[config.mk]
export PLATFORM = sky130hd
export DESIGN_NAME = i2c_subphase_bitgen
export DESIGN_NICKNAME = d
export VERILOG_FILES = /design/src/rtl/i2c_subphase_pkg.sv /design/src/rtl/i2c_subphase_counter.sv /design/src/rtl/i2c_sda_update.sv /design/src/rtl/i2c_subphase_bitgen.sv
export SDC_FILE = /design/constraint.sdc
export NUM_CORES = 1
export LEC_CHECK = 0
export BUFFER_PORTS_ARGS = -buffer_cell sky130_fd_sc_hd__buf_2
export CORE_UTILIZATION = 40
export CTS_BUF_LIST = sky130_fd_sc_hd__clkbuf_2
export DETAILED_ROUTE_END_ITERATION = 12
export SLEW_MARGIN = 40
export SYNTH_ARGS = -nofsm -noshare
export SYNTH_HDL_FRONTEND = slang
export SYNTH_SLANG_ARGS = --single-unit
export TNS_END_PERCENT = 100
[constraint.sdc]
create_clock -name clk -period 6.1 [get_ports clk]
set_input_delay 0.61 -clock clk [delete_from_list [all_inputs] [get_ports clk]]
set_output_delay 0.61 -clock clk [all_outputs]
set_load 0.02 [all_outputs]
[src/rtl/i2c_subphase_pkg.sv]
package i2c_subphase_pkg;
   typedef enum logic [1:0] {
      ST_IDLE = 2'd0,
      ST_LOW  = 2'd1,
      ST_HIGH = 2'd2
   } bit_state_e;
endpackage

[src/rtl/i2c_subphase_counter.sv]
module i2c_subphase_counter #(
   parameter int DIV_W    = 16,
   parameter int NUM_SUB  = 8,
   localparam int PH_W    = $clog2(NUM_SUB)
) (
   input  logic             clk,
   input  logic             rst_n,
   input  logic             clear_i,
   input  logic             run_i,
   input  logic [DIV_W-1:0] div_i,
   output logic [DIV_W-1:0] cyc_o,
   output logic [PH_W-1:0]  ph_o,
   output logic             half_end_o
);
   localparam logic [PH_W-1:0] LAST_PH = PH_W'(NUM_SUB - 1);

   if (NUM_SUB < 2 || (NUM_SUB & (NUM_SUB - 1)) != 0) begin : g_bad_sub
      $error("NUM_SUB must be a power of two of at least 2");
   end
   if (DIV_W < 1) begin : g_bad_div
      $error("DIV_W must be at least 1");
   end

   logic sub_end;
   assign sub_end    = (cyc_o == div_i);
   assign half_end_o = sub_end && (ph_o == LAST_PH);

   always_ff @(posedge clk or negedge rst_n) begin
      if (!rst_n) begin
         cyc_o <= '0;
         ph_o  <= '0;
      end else if (clear_i) begin
         cyc_o <= '0;
         ph_o  <= '0;
      end else if (run_i) begin
         if (sub_end) begin
            cyc_o <= '0;
            ph_o  <= ph_o + PH_W'(1);
         end else begin
            cyc_o <= cyc_o + DIV_W'(1);
         end
      end
   end

   AST_CYC_BOUND: assert property (@(posedge clk) disable iff (!rst_n)
      run_i |-> (cyc_o <= div_i));

endmodule

[src/rtl/i2c_sda_update.sv]
module i2c_sda_update #(
   parameter int UPD_W   = 3,
   parameter int NUM_SUB = 8,
   localparam int PH_W   = $clog2(NUM_SUB),
   localparam int MAX_PT = NUM_SUB - 2
) (
   input  logic             clk,
   input  logic             rst_n,
   input  logic [UPD_W-1:0] upd_raw_i,
   output logic [PH_W-1:0]  pt_eff_o,
   input  logic             low_i,
   input  logic [PH_W-1:0]  ph_i,
   input  logic             cyc_zero_i,
   input  logic [PH_W-1:0]  pt_lat_i,
   input  logic             val_lat_i,
   output logic             sda_pull_o
);
   if (UPD_W < 1) begin : g_bad_upd
      $error("UPD_W must be at least 1");
   end

   if (((1 << UPD_W) - 1) > MAX_PT) begin : g_clamp
      always_comb begin
         if (int'(upd_raw_i) > MAX_PT) pt_eff_o = PH_W'(MAX_PT);
         else                          pt_eff_o = PH_W'(upd_raw_i);
      end
   end else begin : g_pass
      assign pt_eff_o = PH_W'(upd_raw_i);
   end

   logic hit;
   assign hit = low_i && cyc_zero_i && (ph_i == (pt_lat_i + PH_W'(1)));

   always_ff @(posedge clk or negedge rst_n) begin
      if (!rst_n)   sda_pull_o <= 1'b0;
      else if (hit) sda_pull_o <= ~val_lat_i;
   end

   AST_SDA_ONLY_FROM_LOW: assert property (@(posedge clk) disable iff (!rst_n)
      !low_i |=> $stable(sda_pull_o));

   AST_PT_IN_RANGE: assert property (@(posedge clk) disable iff (!rst_n)
      int'(pt_eff_o) <= MAX_PT);

endmodule

[src/rtl/i2c_subphase_bitgen.sv]
module i2c_subphase_bitgen
   import i2c_subphase_pkg::*;
#(
   parameter int DIV_W   = 16,
   parameter int UPD_W   = 3,
   parameter int NUM_SUB = 8,
   localparam int PH_W   = $clog2(NUM_SUB)
) (
   input  logic             clk,
   input  logic             rst_n,
   input  logic [DIV_W-1:0] div_lo,
   input  logic [DIV_W-1:0] div_hi,
   input  logic [UPD_W-1:0] upd_pt,
   input  logic             bit_val,
   input  logic             bit_start,
   output logic             scl_pull,
   output logic             sda_pull,
   output logic             bit_done
);
   bit_state_e       state_q;
   logic [DIV_W-1:0] lo_lat, hi_lat, div_sel, cyc;
   logic [PH_W-1:0]  ph, pt_eff, pt_lat;
   logic             val_lat, half_end, accept, scl_q;

   assign bit_done = (state_q == ST_HIGH) && half_end;
   assign accept   = bit_start && ((state_q == ST_IDLE) || bit_done);
   assign div_sel  = (state_q == ST_HIGH) ? hi_lat : lo_lat;
   assign scl_pull = scl_q;

   i2c_subphase_counter #(.DIV_W(DIV_W), .NUM_SUB(NUM_SUB)) u_cnt (
      .clk        (clk),
      .rst_n      (rst_n),
      .clear_i    (accept),
      .run_i      (state_q != ST_IDLE),
      .div_i      (div_sel),
      .cyc_o      (cyc),
      .ph_o       (ph),
      .half_end_o (half_end)
   );

   i2c_sda_update #(.UPD_W(UPD_W), .NUM_SUB(NUM_SUB)) u_sda (
      .clk        (clk),
      .rst_n      (rst_n),
      .upd_raw_i  (upd_pt),
      .pt_eff_o   (pt_eff),
      .low_i      (state_q == ST_LOW),
      .ph_i       (ph),
      .cyc_zero_i (cyc == '0),
      .pt_lat_i   (pt_lat),
      .val_lat_i  (val_lat),
      .sda_pull_o (sda_pull)
   );

   always_ff @(posedge clk or negedge rst_n) begin
      if (!rst_n) begin
         state_q <= ST_IDLE;
         scl_q   <= 1'b0;
         lo_lat  <= '0;
         hi_lat  <= '0;
         pt_lat  <= '0;
         val_lat <= 1'b0;
      end else if (accept) begin
         state_q <= ST_LOW;
         scl_q   <= 1'b1;
         lo_lat  <= div_lo;
         hi_lat  <= div_hi;
         pt_lat  <= pt_eff;
         val_lat <= bit_val;
      end else begin
         case (state_q)
            ST_LOW: if (half_end) begin
               state_q <= ST_HIGH;
               scl_q   <= 1'b0;
            end
            ST_HIGH: if (half_end) state_q <= ST_IDLE;
            default: state_q <= ST_IDLE;
         endcase
      end
   end

   AST_FALL_ON_ACCEPT: assert property (@(posedge clk) disable iff (!rst_n)
      accept |=> scl_pull);

   AST_DONE_ONE_CYCLE: assert property (@(posedge clk) disable iff (!rst_n)
      bit_done |=> !bit_done);

   AST_DONE_SCL_HIGH: assert property (@(posedge clk) disable iff (!rst_n)
      bit_done |-> !scl_pull);

   AST_CFG_HELD: assert property (@(posedge clk) disable iff (!rst_n)
      (state_q != ST_IDLE) && !accept |=>
         $stable(lo_lat) && $stable(hi_lat) && $stable(pt_lat) && $stable(val_lat));

   AST_BUSY_START_IGNORED: assert property (@(posedge clk) disable iff (!rst_n)
      bit_start && (state_q == ST_LOW) && !half_end |=> (state_q == ST_LOW));

endmodule

==> results of run 1 <==
[cells by family (layout without fill, tap and decap cells)]
| family | count (synthesis) | after routing | synth area share (%) |
|---|---|---|---|
| AOI/OAI and AO/OA | 46 | 46 | 10.1 |
| adders and majority gates | 5 | 5 | 1.88 |
| buffers and inverters | 35 | 75 | 5.45 |
| DFF | 59 | 59 | 44.3 |
| and+or+nand+nor | 98 | 98 | 15.3 |
| muxes | 41 | 41 | 17.1 |
| xor gates and xnor gates | 22 | 22 | 5.79 |
[worst reg2reg max path, delay by kind of cell (launching register included)]
family             cells  cell delay [ns]
AOI/OAI and AO/OA      3             0.86
DFF                    1             0.57
muxes                  2             0.82
and+or+nand+nor        2             0.94
[area by class of cell]
cell class	instances	area share [%]
clock buffers	11	1.51
clock inverters	5	0.549
inverters	15	1.54
flip-flops and latches	59	40.5
multi-input cells	212	46.1
well taps	102	3.50
repair buffers	44	6.35
[layer usage]
layer  share of wire, %  vias up
met1                 49     1189
met4                2.0        0
li1                   -     1177
met2                 47       45
met5                  0        -
met3                2.6       12
[through the flow]
step | utilization [%] | instances
after floorplan | - | 306
after global placement | 45.2 | 432
after detailed placement | 45.2 | 432
after CTS | 46.2 | 448
after global routing | 46.2 | 448
final | 46.2 | 448
[worst min-delay path by stage]
stage / slack, ns / end / from / cells after the start
floorplan: 0.31 / hi_lat[0]$_DFFE_PN0N_ / rst_n / 0
global placement: 0.46 / u_sda.sda_pull_o$_DFFE_PN0P_ / val_lat$_DFFE_PN0N_ / 1
detailed placement: 0.46 / u_sda.sda_pull_o$_DFFE_PN0P_ / val_lat$_DFFE_PN0N_ / 1
CTS: 0.26 / u_cnt.ph_o[2]$_DFFE_PN0P_ / rst_n / 2
global route: 0.19 / u_cnt.ph_o[2]$_DFFE_PN0P_ / rst_n / 2
finish: 0.19 / u_cnt.ph_o[2]$_DFFE_PN0P_ / rst_n / 2
[power breakdown]
group	switching [mW]	internal [mW]
logic	0.108	0.122
clock network	0.136	0.0514
registers	0.102	0.445
[sequential cells by signal, indices dropped and copies added, names as in the netlist]
register          count
scl_pull              1
u_cnt.ph_o            3
pt_lat                3
u_cnt.cyc_o          16
hi_lat               16
lo_lat               16
u_sda.sda_pull_o      1
val_lat               1
state_q               2
[cell usage in the layout (no fill, tap or decap), drive strengths merged, types with 2 or more instances in the layout]
cell,n
nand4,7
a31oi,4
a22o,3
xnor2,14
nand2b,5
ha,5
nor2b,4
nor4,4
clkinv,5
dfrtp,59
nand3,21
o21ai,3
mux2,38
buf,44
nand3b,2
clkbuf,11
nor3,5
o22ai,6
o311ai,4
nand2,23
a21oi,7
and2,7
mux2i,3
xor2,8
o2111ai,3
o31ai,4
a21o,3
or3,3
inv,15
a311oi,2
and3,3
nor2,10
==> summary by stage, run 1 <==
GRT
The met2 track demand over resource is 28.1%. In the global route stage, met1 resource usage came out at 24.7%. The first-pass GRT wire length is 12.1 mm. Global routing consumed, over all layers together, 18.2% of the routing resources.

The via count of the first global-routing pass is 2372. The met3 global-route usage is 3.41%. Entering global routing, the biggest net connects 60 pins. Summed over all layers, the global routing overflow is 0.

The initial antenna violation count came to 0. In this run the most used layer during global routing was met2.

Final layout
In the final layout, flip-flops and latches occupy 0.00148 mm^2. Of the cells placed in the final design, the portion with a size suffix greater than 1 is 27.7%. The area occupied by multi-input gates is 0.00168 mm^2. The net count of the finished layout is 385. The final design instance area without fill is 0.00365 mm^2. Fill cells in the final layout number 731. The area growth from synthesis to final layout is 9.50%. The antenna cell count is 0.

Synthesis
The number of instances in the synthesized netlist is 306. The number of flip-flops and latches in the synthesized netlist is 59. By count the netlist is led by sky130_fd_sc_hd__dfrtp_1, sky130_fd_sc_hd__mux2_4, sky130_fd_sc_hd__nand2_1, sky130_fd_sc_hd__nand3_1, sky130_fd_sc_hd__inv_1. During synthesis, Yosys emitted a total of 0 warnings. Yosys instantiated no cell more often than sky130_fd_sc_hd__dfrtp_1.

The fraction of synthesis flops using an asynchronous set or reset pin is 100%. The post-synthesis cell type count is 46. The net count after synthesis is 350.

For this run, the leading register cell type out of synthesis is sky130_fd_sc_hd__dfrtp_1. The largest area contributor in the synthesized netlist is sky130_fd_sc_hd__dfrtp_1. The cell area that synthesis handed to floorplanning was 0.00333 mm^2. The fraction of synthesized cell area taken by the top area cell type is 44.3%. The register area share after synthesis is 44.3%.

The count of flip-flops with a built-in enable after synthesis is 0. The average size of a mapped cell is 10.9 um^2. Yosys attributes the largest share of cell area to sky130_fd_sc_hd__dfrtp_1, sky130_fd_sc_hd__mux2_4, sky130_fd_sc_hd__xnor2_1, sky130_fd_sc_hd__nand3_1, sky130_fd_sc_hd__mux2_2.

Floorplanning
Measured along the x axis, the die boundary spans 93.3 um. In this run the core area contains 32 standard-cell rows. The area of the die is 0.00870 mm^2. The area of the core region is 0.00789 mm^2. Pin placement for this block handled 42 I/O pins. The initial standard-cell utilization of the core is 42.2%. The die is 93.3 um tall.

Worst setup path
Among all stages on the critical path, the largest delay is contributed by sky130_fd_sc_hd__nor2b_1. The depth of the most critical reg-to-reg path is 7. Counting both buffers and inverters, the worst setup path holds a total of 1. The reg-to-reg endpoint is lo_lat[15]$_DFFE_PN0N_. The critical path arrival is 3.05 ns. The critical path required time is 5.49 ns. The worst setup path is of the flop to output port kind. In this run the number of cells on the critical path is 7. The worst setup path is captured at an output port.

The launching element of the worst setup path is state_q[1]$_DFFE_PN0P_. STA classifies the critical path startpoint as a flop. The highest cell delay on the worst timing path is 0.71 ns.

The critical path's top delay family is simple AND/OR/NAND/NOR gates. In this run the worst path has a maximum fanout of 11. Walking the worst path, the cells encountered are nor2b_1 > a31oi_1 > a32o_1 > nor3_1 > nand2_1 > nor4_1 > buf_2. The register-to-register setup slack is 2.78 ns. The end of the critical path is bit_done. The launch point of the worst reg-to-reg path is state_q[1]$_DFFE_PN0P_.

Placed design
The weighted congestion reported at the end of routability-driven placement is 0.846. The wire-length estimate of the detail-placed layout is 5.08 mm. The cell area after placement is 0.00357 mm^2. Prior to clock tree synthesis, the placed netlist has a worst setup slack of 2.85 ns. In this run the tool buffered the top-level ports with 41 buffer cells.

Routing
The number of iterations in the first detailed-routing pass is 4. The total length of routed wires is 7.17 mm. The average wire per cell in the routed design is 16.0 um. The remaining design rule violation count is 0. The via density per instance is 5.41. Summing over every cut layer, the via total after detailed routing is 2423. The iteration-0 DRC count of the detailed router is 227. The remaining antenna violation count after routing is 0.

STA
The worst path uses 60.0% of the clock period. In the final timing run, aggregate negative setup slack is 0 ns. Between clock sinks in the finished design, the worst skew comes to 0.0322 ns. The worst hold margin is 0.195 ns.

At the pin with the least slew margin, the transition time is 0.817 ns. Setup repair after global routing left no endpoint under its margin. Headroom to the max-slew limit came out at 45.4%. The number of slew-limit violations in the final report is 0. In the post-route analysis, the smallest setup slack over all paths is 2.44 ns.

Setup violations remaining at the end of the flow were counted as 0. The maximum clock frequency is 273 MHz. The count of endpoints failing hold in the final timing report came to 0. The worst path in the final design needs a cycle of 3.66 ns, including I/O delays and setup.

Job
Across the run, the number of max-cap violations was 0.

Pwr
In this run the static leakage power is 1.78 nW. Overall power consumption after layout is estimated at 0.964 mW. IR analysis of the VDD net gives a maximum drop of 0.123 mV. For this design the ratio of total power to cell area is 264 mW/mm^2.

Clock network
CTS placed an instance of sky130_fd_sc_hd__clkbuf_2 at the clock tree root. The total number of H-tree levels is 3. The clock-pin slew on the worst setup and hold paths is 0.17 ns.

TritonCTS built the clock tree. Buffers added to address setup during post-CTS repair amount to 0. Counting the buffers created by CTS gives 9. The maximum buffer depth of the clock tree is 2.

CTS saw 59 sinks. The later-pin clock latency in the skew report is 0.47 ns. The post-cts resize count is 0. Buffers inserted to repair hold after CTS numbered 0.

Outcome
The flow ran to the end, and the final reports show no timing, DRC or antenna violations.

Hold path
The path class of the lowest-slack min-delay path is input pin to async pin.
No activity file was read; power rests on OpenSTA's default activity.
==> inputs of run 2 (changes only) <==
- ABC_AREA: default -> 1
- clock period: 6.1 -> 3.7 ns (I/O delays scaled with it)
==> summary by stage, run 2 <==
Final layout
The area growth from synthesis to final layout is 12.9%. The antenna cell count is 0. The largest registers in the layout are hi_lat (16), lo_lat (16), u_cnt.cyc_o (16). The combined flip-flop and latch cell area is 0.00148 mm^2. The proportion of layout cells with a drive suffix above 1 is 15.1%. After routing the design area is 0.00373 mm^2. The library cells used most frequently in the layout, excluding fill and tap cells, are sky130_fd_sc_hd__nand2_1, sky130_fd_sc_hd__dfrtp_1, sky130_fd_sc_hd__nand3_1. The net count of the finished layout is 524. The layout filler cell count is 820. The area occupied by multi-input gates is 0.00155 mm^2. The most common cell after layout, fill and taps aside is sky130_fd_sc_hd__nand2_1.

Synthesis
The most common cell in the synthesized netlist is sky130_fd_sc_hd__nand2_1. The mapped netlist covers 0.00330 mm^2. Synthesis inferred 59 register bits. Sorting the synthesized cells by how often they occur yields sky130_fd_sc_hd__nand2_1, sky130_fd_sc_hd__dfrtp_1, sky130_fd_sc_hd__nand3_1, sky130_fd_sc_hd__inv_1, sky130_fd_sc_hd__nor2_1. The predominant post-synthesis flop cell is sky130_fd_sc_hd__dfrtp_1. The fraction of synthesis flops using an asynchronous set or reset pin is 100%. During synthesis, Yosys emitted a total of 0 warnings. The fraction of synthesized cell area taken by the top area cell type is 44.7%. The fraction of the mapped netlist area in compound gates is 6.29%. The count of flip-flops with a built-in enable after synthesis is 0.

A synthesized cell averages 7.43 um^2. The post-synthesis cell type count is 29. Yosys attributes the largest share of cell area to sky130_fd_sc_hd__dfrtp_1, sky130_fd_sc_hd__nand2_1, sky130_fd_sc_hd__nand3_1, sky130_fd_sc_hd__inv_1, sky130_fd_sc_hd__nor2_1.

Measured against the total synthesized area, the mux share comes to 0%. Counting every instance in the synthesized netlist gives 445. The largest area contributor in the synthesized netlist is sky130_fd_sc_hd__dfrtp_1. The net count after synthesis is 489.

After synthesis, the largest family of logic cells by area is simple AND/OR/NAND/NOR gates. The synthesized netlist devotes 35.4% of its cell area to simple gates. Sequential elements use 44.7% of the synthesized area. Summing the areas of all fa, ha and maj instances in the mapped netlist gives 1.89% of the synthesized area.

The post-synthesis xor/xnor area fraction is 3.45%.

Pwr
VDD sags by at most 0.321 mV. The analysis attributes to cell leakage a power of 2.04 nW. In this run the power density over the cells is 407 mW/mm^2.

Floorplanning
The area of the core region is 0.00785 mm^2. For this configuration, the core starts out at a cell density of 42.1%. During I/O placement, the number of pins put on the boundary was 42. The number of rows created at floorplan is 32. The die width is 92.9 um. The floorplan step set the die height to 92.9 um. The area of the die is 0.00863 mm^2.

STA
Derived from the worst setup path, the maximum achievable clock frequency is 340 MHz. The final cycle utilization of the critical path is 79.5%. The setup clock skew after layout is 0.0210 ns. The count of endpoints failing hold in the final timing report was 0. Setup total negative slack on the finished layout was measured at 0 ns. The setup slack of the critical path after layout is 0.757 ns.

Hold timing on the final database bottoms out at a slack of 0.0824 ns. Setup violations remaining at the end of the flow were counted as 0. Subtracting the final worst setup slack from the clock period gives 2.94 ns. Setup repair after global routing left no endpoint under its margin. The number of slew-limit violations in the final report came to 0.

For the pin with the worst max-slew slack, the measured transition is 0.584 ns. The max-slew headroom at the worst pin is 61.1%.

Worst setup path
The depth of the most critical reg-to-reg path is 15. The category of the worst setup path launch point is a flop. The reg-to-reg endpoint is u_cnt.ph_o[0]$_DFFE_PN0P_. The critical path in this run is classified as flop to flop.

The nature of the critical path endpoint is a flop. In this run the worst path has a maximum fanout of 24. The critical path arrival is 3.35 ns. The register-to-register setup slack is 0.76 ns.

The launch point of the worst reg-to-reg path is state_q[1]$_DFFE_PN0P_. For the worst setup path, the data required time is 4.11 ns.

Clock network
The total number of H-tree levels is 3. The clock-pin slew on the worst setup and hold paths is 0.18 ns. The number of clock sinks is 59. Post-CTS timing repair inserted 0 buffers for setup. The cell sitting at the root of the clock tree is a sky130_fd_sc_hd__clkbuf_2.

The clock tree from TritonCTS is yes. The maximum buffer depth of the clock tree is 2. Clock latency on the worst-skew pair, taken at its later pin, is 0.50 ns. The total clock buffers created by CTS is 9.

Hold path
Counting instances, the worst hold path has a depth of 3. The startpoint identified for the worst hold timing path is div_hi[9]. The worst hold path terminates at hi_lat[9]$_DFFE_PN0N_. The path class of the lowest-slack min-delay path is input pin to flop.

GRT
After global routing the overflow that remains totals 0. The initial antenna violation count was 0. The largest net degree at the start of global routing is 58. The via count of the first global-routing pass is 2715. Across every metal layer, demand over resource in global routing totals 19.9%. The first global-routing pass estimated 13.3 mm of wire.

Placed design
The weighted congestion reported at the end of routability-driven placement is 0.831. Detailed placement finished with a half-perimeter wire length of 5.56 mm. During placement, the flow inserted port buffers numbering 41. The setup slack at placement is 0.759 ns. The cell area after placement is 0.00353 mm^2.

Routing
The remaining antenna violation count after routing is 0. The routed design has 7.67 mm of wire. Before antenna repair, the detailed router went through 4 iterations. After detailed routing, the number of remaining DRC violations is 0.

The via density per instance is 4.95. The routed layout has 2906 vias. After detailed routing, the average wire length per cell comes to 13.1 um. In this run, the number of DRC markers left after iteration 0 of detailed routing was 156.

Job
The max-capacitance violation count is 0.

Outcome
The flow ran to the end, and the final reports show no timing, DRC or antenna violations.
[run 2: timing repair]
action                                  in CTS  in global routing
endpoints found under the setup margin       0                  0
hold endpoints to repair                    31                  0
hold buffers                                 1                  0
resized for setup                            0                  0
[run 2: logic make-up (layout without fill, tap and decap cells)]
group	count (synthesis)	after routing
AO/OA/AOI/OAI	37	37
XOR/XNOR	13	13
adder cells (fa/ha/maj)	5	5
buffers and inverters	61	101
flip-flops	59	59
AND/OR/NAND/NOR	270	270
[run 2: worst max path at each step]
stage / start / to / slack (ns)
2_1_floorplan: state_q[0]$_DFFE_PN0P_ / hi_lat[0]$_DFFE_PN0N_ / 1.74
3_3_place_gp: state_q[1]$_DFFE_PN0P_ / u_cnt.ph_o[1]$_DFFE_PN0P_ / 0.82
3_5_place_dp: state_q[1]$_DFFE_PN0P_ / u_cnt.ph_o[0]$_DFFE_PN0P_ / 0.76
4_1_cts: state_q[1]$_DFFE_PN0P_ / u_cnt.ph_o[0]$_DFFE_PN0P_ / 0.74
5_1_grt: state_q[1]$_DFFE_PN0P_ / u_cnt.ph_o[1]$_DFFE_PN0P_ / 0.33
6_report: state_q[1]$_DFFE_PN0P_ / u_cnt.ph_o[0]$_DFFE_PN0P_ / 0.76
[run 2: metal layers]
metal | vias up | share of wire (%) | GRT usage [%]
li1 | 1496 | - | -
met1 | 1334 | 47 | 28.8
met2 | 69 | 45 | 28.6
met3 | 7 | 6.2 | 4.76
met4 | 0 | 1.4 | 7.05
met5 | - | 0 | 0
[run 2: power by group]
group          switching [mW]  internal [mW]  total, mW
Clock                   0.254          0.357      0.611
Sequential             0.0569          0.676      0.733
Combinational           0.104         0.0735      0.177
[run 2: worst max-delay path, cell delays in order (launching register included)]
cell	delay [ns]
sky130_fd_sc_hd__dfrtp_1	0.67
sky130_fd_sc_hd__inv_2	0.08
sky130_fd_sc_hd__nor2_4	0.23
sky130_fd_sc_hd__nand2_1	0.14
sky130_fd_sc_hd__nand3_1	0.09
sky130_fd_sc_hd__nand2_1	0.05
sky130_fd_sc_hd__nor2_1	0.11
sky130_fd_sc_hd__nand2_1	0.08
sky130_fd_sc_hd__nor2_1	0.12
sky130_fd_sc_hd__nand4_1	0.13
sky130_fd_sc_hd__nand2_2	0.38
sky130_fd_sc_hd__nand2_2	0.10
sky130_fd_sc_hd__nand2_1	0.37
sky130_fd_sc_hd__nand2_1	0.16
sky130_fd_sc_hd__nand2_1	0.09
sky130_fd_sc_hd__nand2_1	0.05
[run 2: metrics by stage]
step / power [mW] / cells / utilization, %
CTS: 1.53 / 587 / 47.5
global route: 1.59 / 587 / 47.6
global placement: 0.917 / 570 / 45.0
detailed placement: 0.920 / 570 / 45.0
floorplan: 0.848 / 445 / -
finish: 1.52 / 587 / 47.6
[run 2: layout make-up]
class	count	share of cell area (%)
Multi-Input combinational cell	325	41.6
Sequential cell	59	39.6
Timing Repair Buffer	45	6.44
Inverter	40	4.02
Clock inverter	7	3.75
Tap cell	102	3.42
Clock buffer	9	1.21
==> inputs of run 3 (changes only) <==
- ABC_AREA: 1 -> 0
- clock period: 3.7 -> 2.5 ns (I/O delays scaled with it)
==> summary by stage, run 3 (synthesis gave the netlist of run 1 again) <==
Outcome
The flow ran to the end, but the final reports show violations. The final reports fail on setup timing.

GRT
Summed over all layers, the global routing overflow is 0. The via count of the first global-routing pass is 2619. The largest net degree at the start of global routing is 34.

For this run, the total global-route usage over all layers was measured as 20.0%. The first-pass GRT wire length is 13.0 mm. The initial antenna violation count is 0.

Pwr
Dividing total power by cell area gives a power density of 640 mW/mm^2. The net switching power of the design is 0.921 mW. The sequential fraction of design power is 44.6%. The total power of the final layout is 2.79 mW. Per report_power, the combinational group accounts for 30.5% of the total.

The design internal power is 1.87 mW. The maximum ir drop on the vdd rail is 0.411 mV. The cell leakage power is 2.12 nW. The switching power as a share of total power is 33.0%. Per report_power, the clock group accounts for 24.9% of the total.

Worst setup path
The nature of the critical path endpoint is a flop. The critical path goes through nor2b_4 > or4_4 > a32o_2 > buf_6 > a211oi_4 > nand4_1 > a21o_2 > buf_12 > mux2_4. The critical path arrival is 2.99 ns. The startpoint identified for the worst register-to-register timing path is state_q[1]$_DFFE_PN0P_. Across all register-to-register paths, the minimum setup slack is -0.13 ns.

The reg-to-reg endpoint is hi_lat[5]$_DFFE_PN0N_. Data on the critical path is required at its endpoint by 2.87 ns. Counting both buffers and inverters, the worst setup path holds a total of 2. The worst setup path is of the flop to flop kind. The biggest fanout along the worst timing path is 27. The worst setup path is launched from a flop.

The slowest stage of the critical path is the sky130_fd_sc_hd__or4_4 cell. The highest cell delay on the worst timing path is 0.50 ns. The number of cells on the worst reg-to-reg path is 9.

On the critical path the largest part of the delay comes from simple AND/OR/NAND/NOR gates.

STA
The number of endpoints failing setup at the final stage is 37. The worst path in the final design needs a cycle of 2.63 ns, including I/O delays and setup. The maximum clock frequency is 381 MHz.

The count of endpoints failing hold in the final timing report is 0. In this run the tightest slew margin relative to its limit is 57.0%. The number of slew-limit violations in the final report is 0.

The setup slack of the critical path after layout is -0.127 ns. For the pin with the worst max-slew slack, the measured transition is 0.645 ns. Setup repair after global routing could not meet its margin everywhere. After layout, the worst path uses 105% of the clock period. Clock skew on the completed layout was measured at 0.0288 ns.

Clock network
Clock-pin slew was measured on the worst setup and hold paths at 0.19 ns. Counting the buffers created by CTS gives 9. The buffer type at the clock tree root is sky130_fd_sc_hd__clkbuf_2. The clock tree from TritonCTS is yes. The tree built by TritonCTS fans out to 59 sinks. The maximum buffer depth of the clock tree is 2.

In this run the number of H-tree levels came out at 3. Clock latency on the worst-skew pair, taken at its later pin, is 0.49 ns.

Routing
Dividing the detail-routed via count by the number of cells gives 5.15. The iteration-0 DRC count of the detailed router is 144. Across all layers, the routed design uses 2641 vias. The first detailed-routing pass took 4 iterations. Wires add up to 7.87 mm. The detail route stage leaves a number of antenna-violating nets equal to 0.

After detailed routing, the number of remaining DRC violations is 0. The average wire per cell in the routed design is 15.3 um.

Final layout
The post-layout instance count excluding filler cells is 513. The antenna cell count is 0. Cells with a size suffix above 1 make up 33.8% of the layout.

The layout filler cell count is 667. Relative to the synthesized area, the layout overhead comes to 30.8%. The library cell used most frequently in the layout, excluding fill and tap cells, is sky130_fd_sc_hd__dfrtp_1. The final layout contains 450 nets. The largest registers in the layout are hi_lat (16), lo_lat (16), u_cnt.cyc_o (16).

In the layout the commonest cells are sky130_fd_sc_hd__dfrtp_1, sky130_fd_sc_hd__buf_2, sky130_fd_sc_hd__dlygate4sd3_1.

Placed design
In this run, placement finished with an instance count of 458. The number of input and output port buffers inserted is 41. The congestion estimate from routability-driven global placement came to 0.867. The detailed placement HPWL is 5.64 mm.

Job
Max-cap violations in this run came to 0.

Floorplanning
From bottom edge to top edge, the die measures 93.3 um. The die covers 0.00870 mm^2. The die width is 93.3 um. The number of top-level pins is 42.

The number of rows created at floorplan is 32. Once the floorplan was initialized, standard cells occupied 42.2% of the core. The core region is 0.00789 mm^2.

Hold path
The path class of the lowest-slack min-delay path is input pin to flop. The cell depth of the worst hold path is 3. For hold timing, the worst endpoint is scl_pull$_DFFE_PN0P_.

The worst hold path begins at bit_start.
[run 3: cell types whose count changed in the layout (fill, tap and decap cells not counted), moves of 10 or more]
cell and delta:
sky130_fd_sc_hd__nand2_1 -133, sky130_fd_sc_hd__dlygate4sd3_1 +35, sky130_fd_sc_hd__inv_1 -23, sky130_fd_sc_hd__nor2_1 -19, sky130_fd_sc_hd__xnor2_1 +12, sky130_fd_sc_hd__buf_4 +25, sky130_fd_sc_hd__o21ai_0 -11, sky130_fd_sc_hd__nand3_1 -37
sky130_fd_sc_hd__a21oi_1 -10, sky130_fd_sc_hd__mux2_4 +30
[run 3: final cells by class]
class,instances,area [um^2],share of cell area [%]
flip-flops and latches,59,1480,33.9
clock inverters,5,77.6,1.78
inverters,15,56.3,1.29
well taps,102,128,2.93
clock buffers,11,55.1,1.26
repair buffers,109,841,19.3
multi-input cells,212,1720,39.5
[run 3: timing repair]
| action | in CTS | in global routing |
|---|---|---|
| endpoints found under the hold margin | 61 | 0 |
| setup endpoints to repair | 37 | 47 |
| setup buffers | 3 | 0 |
| hold buffers | 36 | 0 |
| pin swaps | 5 | 1 |
| resized for setup | 6 | 8 |
[run 3: metrics by stage]
step           area, um^2  utilization [%]  hold slack (ns)  TNS [ns]  setup WS (ns)
4_1_cts              4340             55.0           0.0575     -4.02         -0.139
5_1_grt              4360             55.3           0.0416     -6.68         -0.218
6_report             4360             55.3           0.0890     -3.80         -0.127
2_1_floorplan        3350                -          -0.0456     -1.64        -0.0546
3_5_place_dp         3800             48.2            0.327   -0.0599        -0.0116
3_3_place_gp         3800             48.2            0.313         0         0.0486
[run 3: per-layer routing]
metal / up-vias / global-route usage, % / wire (um)
met5: - / 0 / 0
met4: 0 / 9.36 / 147
met3: 13 / 3.58 / 388
met2: 65 / 32.1 / 3660
met1: 1257 / 26.0 / 3670
li1: 1306 / - / -
[run 3: worst reg2reg max path, stage by stage, from the launching register on]
cell	delay [ns]
sky130_fd_sc_hd__dfrtp_1	0.43
sky130_fd_sc_hd__nor2b_4	0.14
sky130_fd_sc_hd__or4_4	0.50
sky130_fd_sc_hd__a32o_2	0.27
sky130_fd_sc_hd__buf_6	0.12
sky130_fd_sc_hd__a211oi_4	0.17
sky130_fd_sc_hd__nand4_1	0.14
sky130_fd_sc_hd__a21o_2	0.24
sky130_fd_sc_hd__buf_12	0.18
sky130_fd_sc_hd__mux2_4	0.31
[run 3: power groups by stage]
stage	clock [mW]	combinational (mW)	sequential, mW
after global placement	0	0.742	1.26
final	0.696	0.851	1.24
after global routing	0.766	0.935	1.26
after CTS	0.722	0.836	1.24
after detailed placement	0	0.756	1.26
after floorplan	0	0.515	1.20
[run 3: worst max path at each step]
stage	startpoint	slack, ns	to	cells past startpoint
after floorplan	state_q[1]$_DFFE_PN0P_	-0.05	hi_lat[0]$_DFFE_PN0N_	10
after global placement	state_q[1]$_DFFE_PN0P_	0.05	hi_lat[8]$_DFFE_PN0N_	8
after detailed placement	state_q[1]$_DFFE_PN0P_	-0.01	pt_lat[1]$_DFFE_PN0N_	8
after CTS	state_q[1]$_DFFE_PN0P_	-0.14	bit_done	7
after global routing	state_q[1]$_DFFE_PN0P_	-0.22	hi_lat[6]$_DFFE_PN0N_	9
final	state_q[1]$_DFFE_PN0P_	-0.13	hi_lat[5]$_DFFE_PN0N_	9
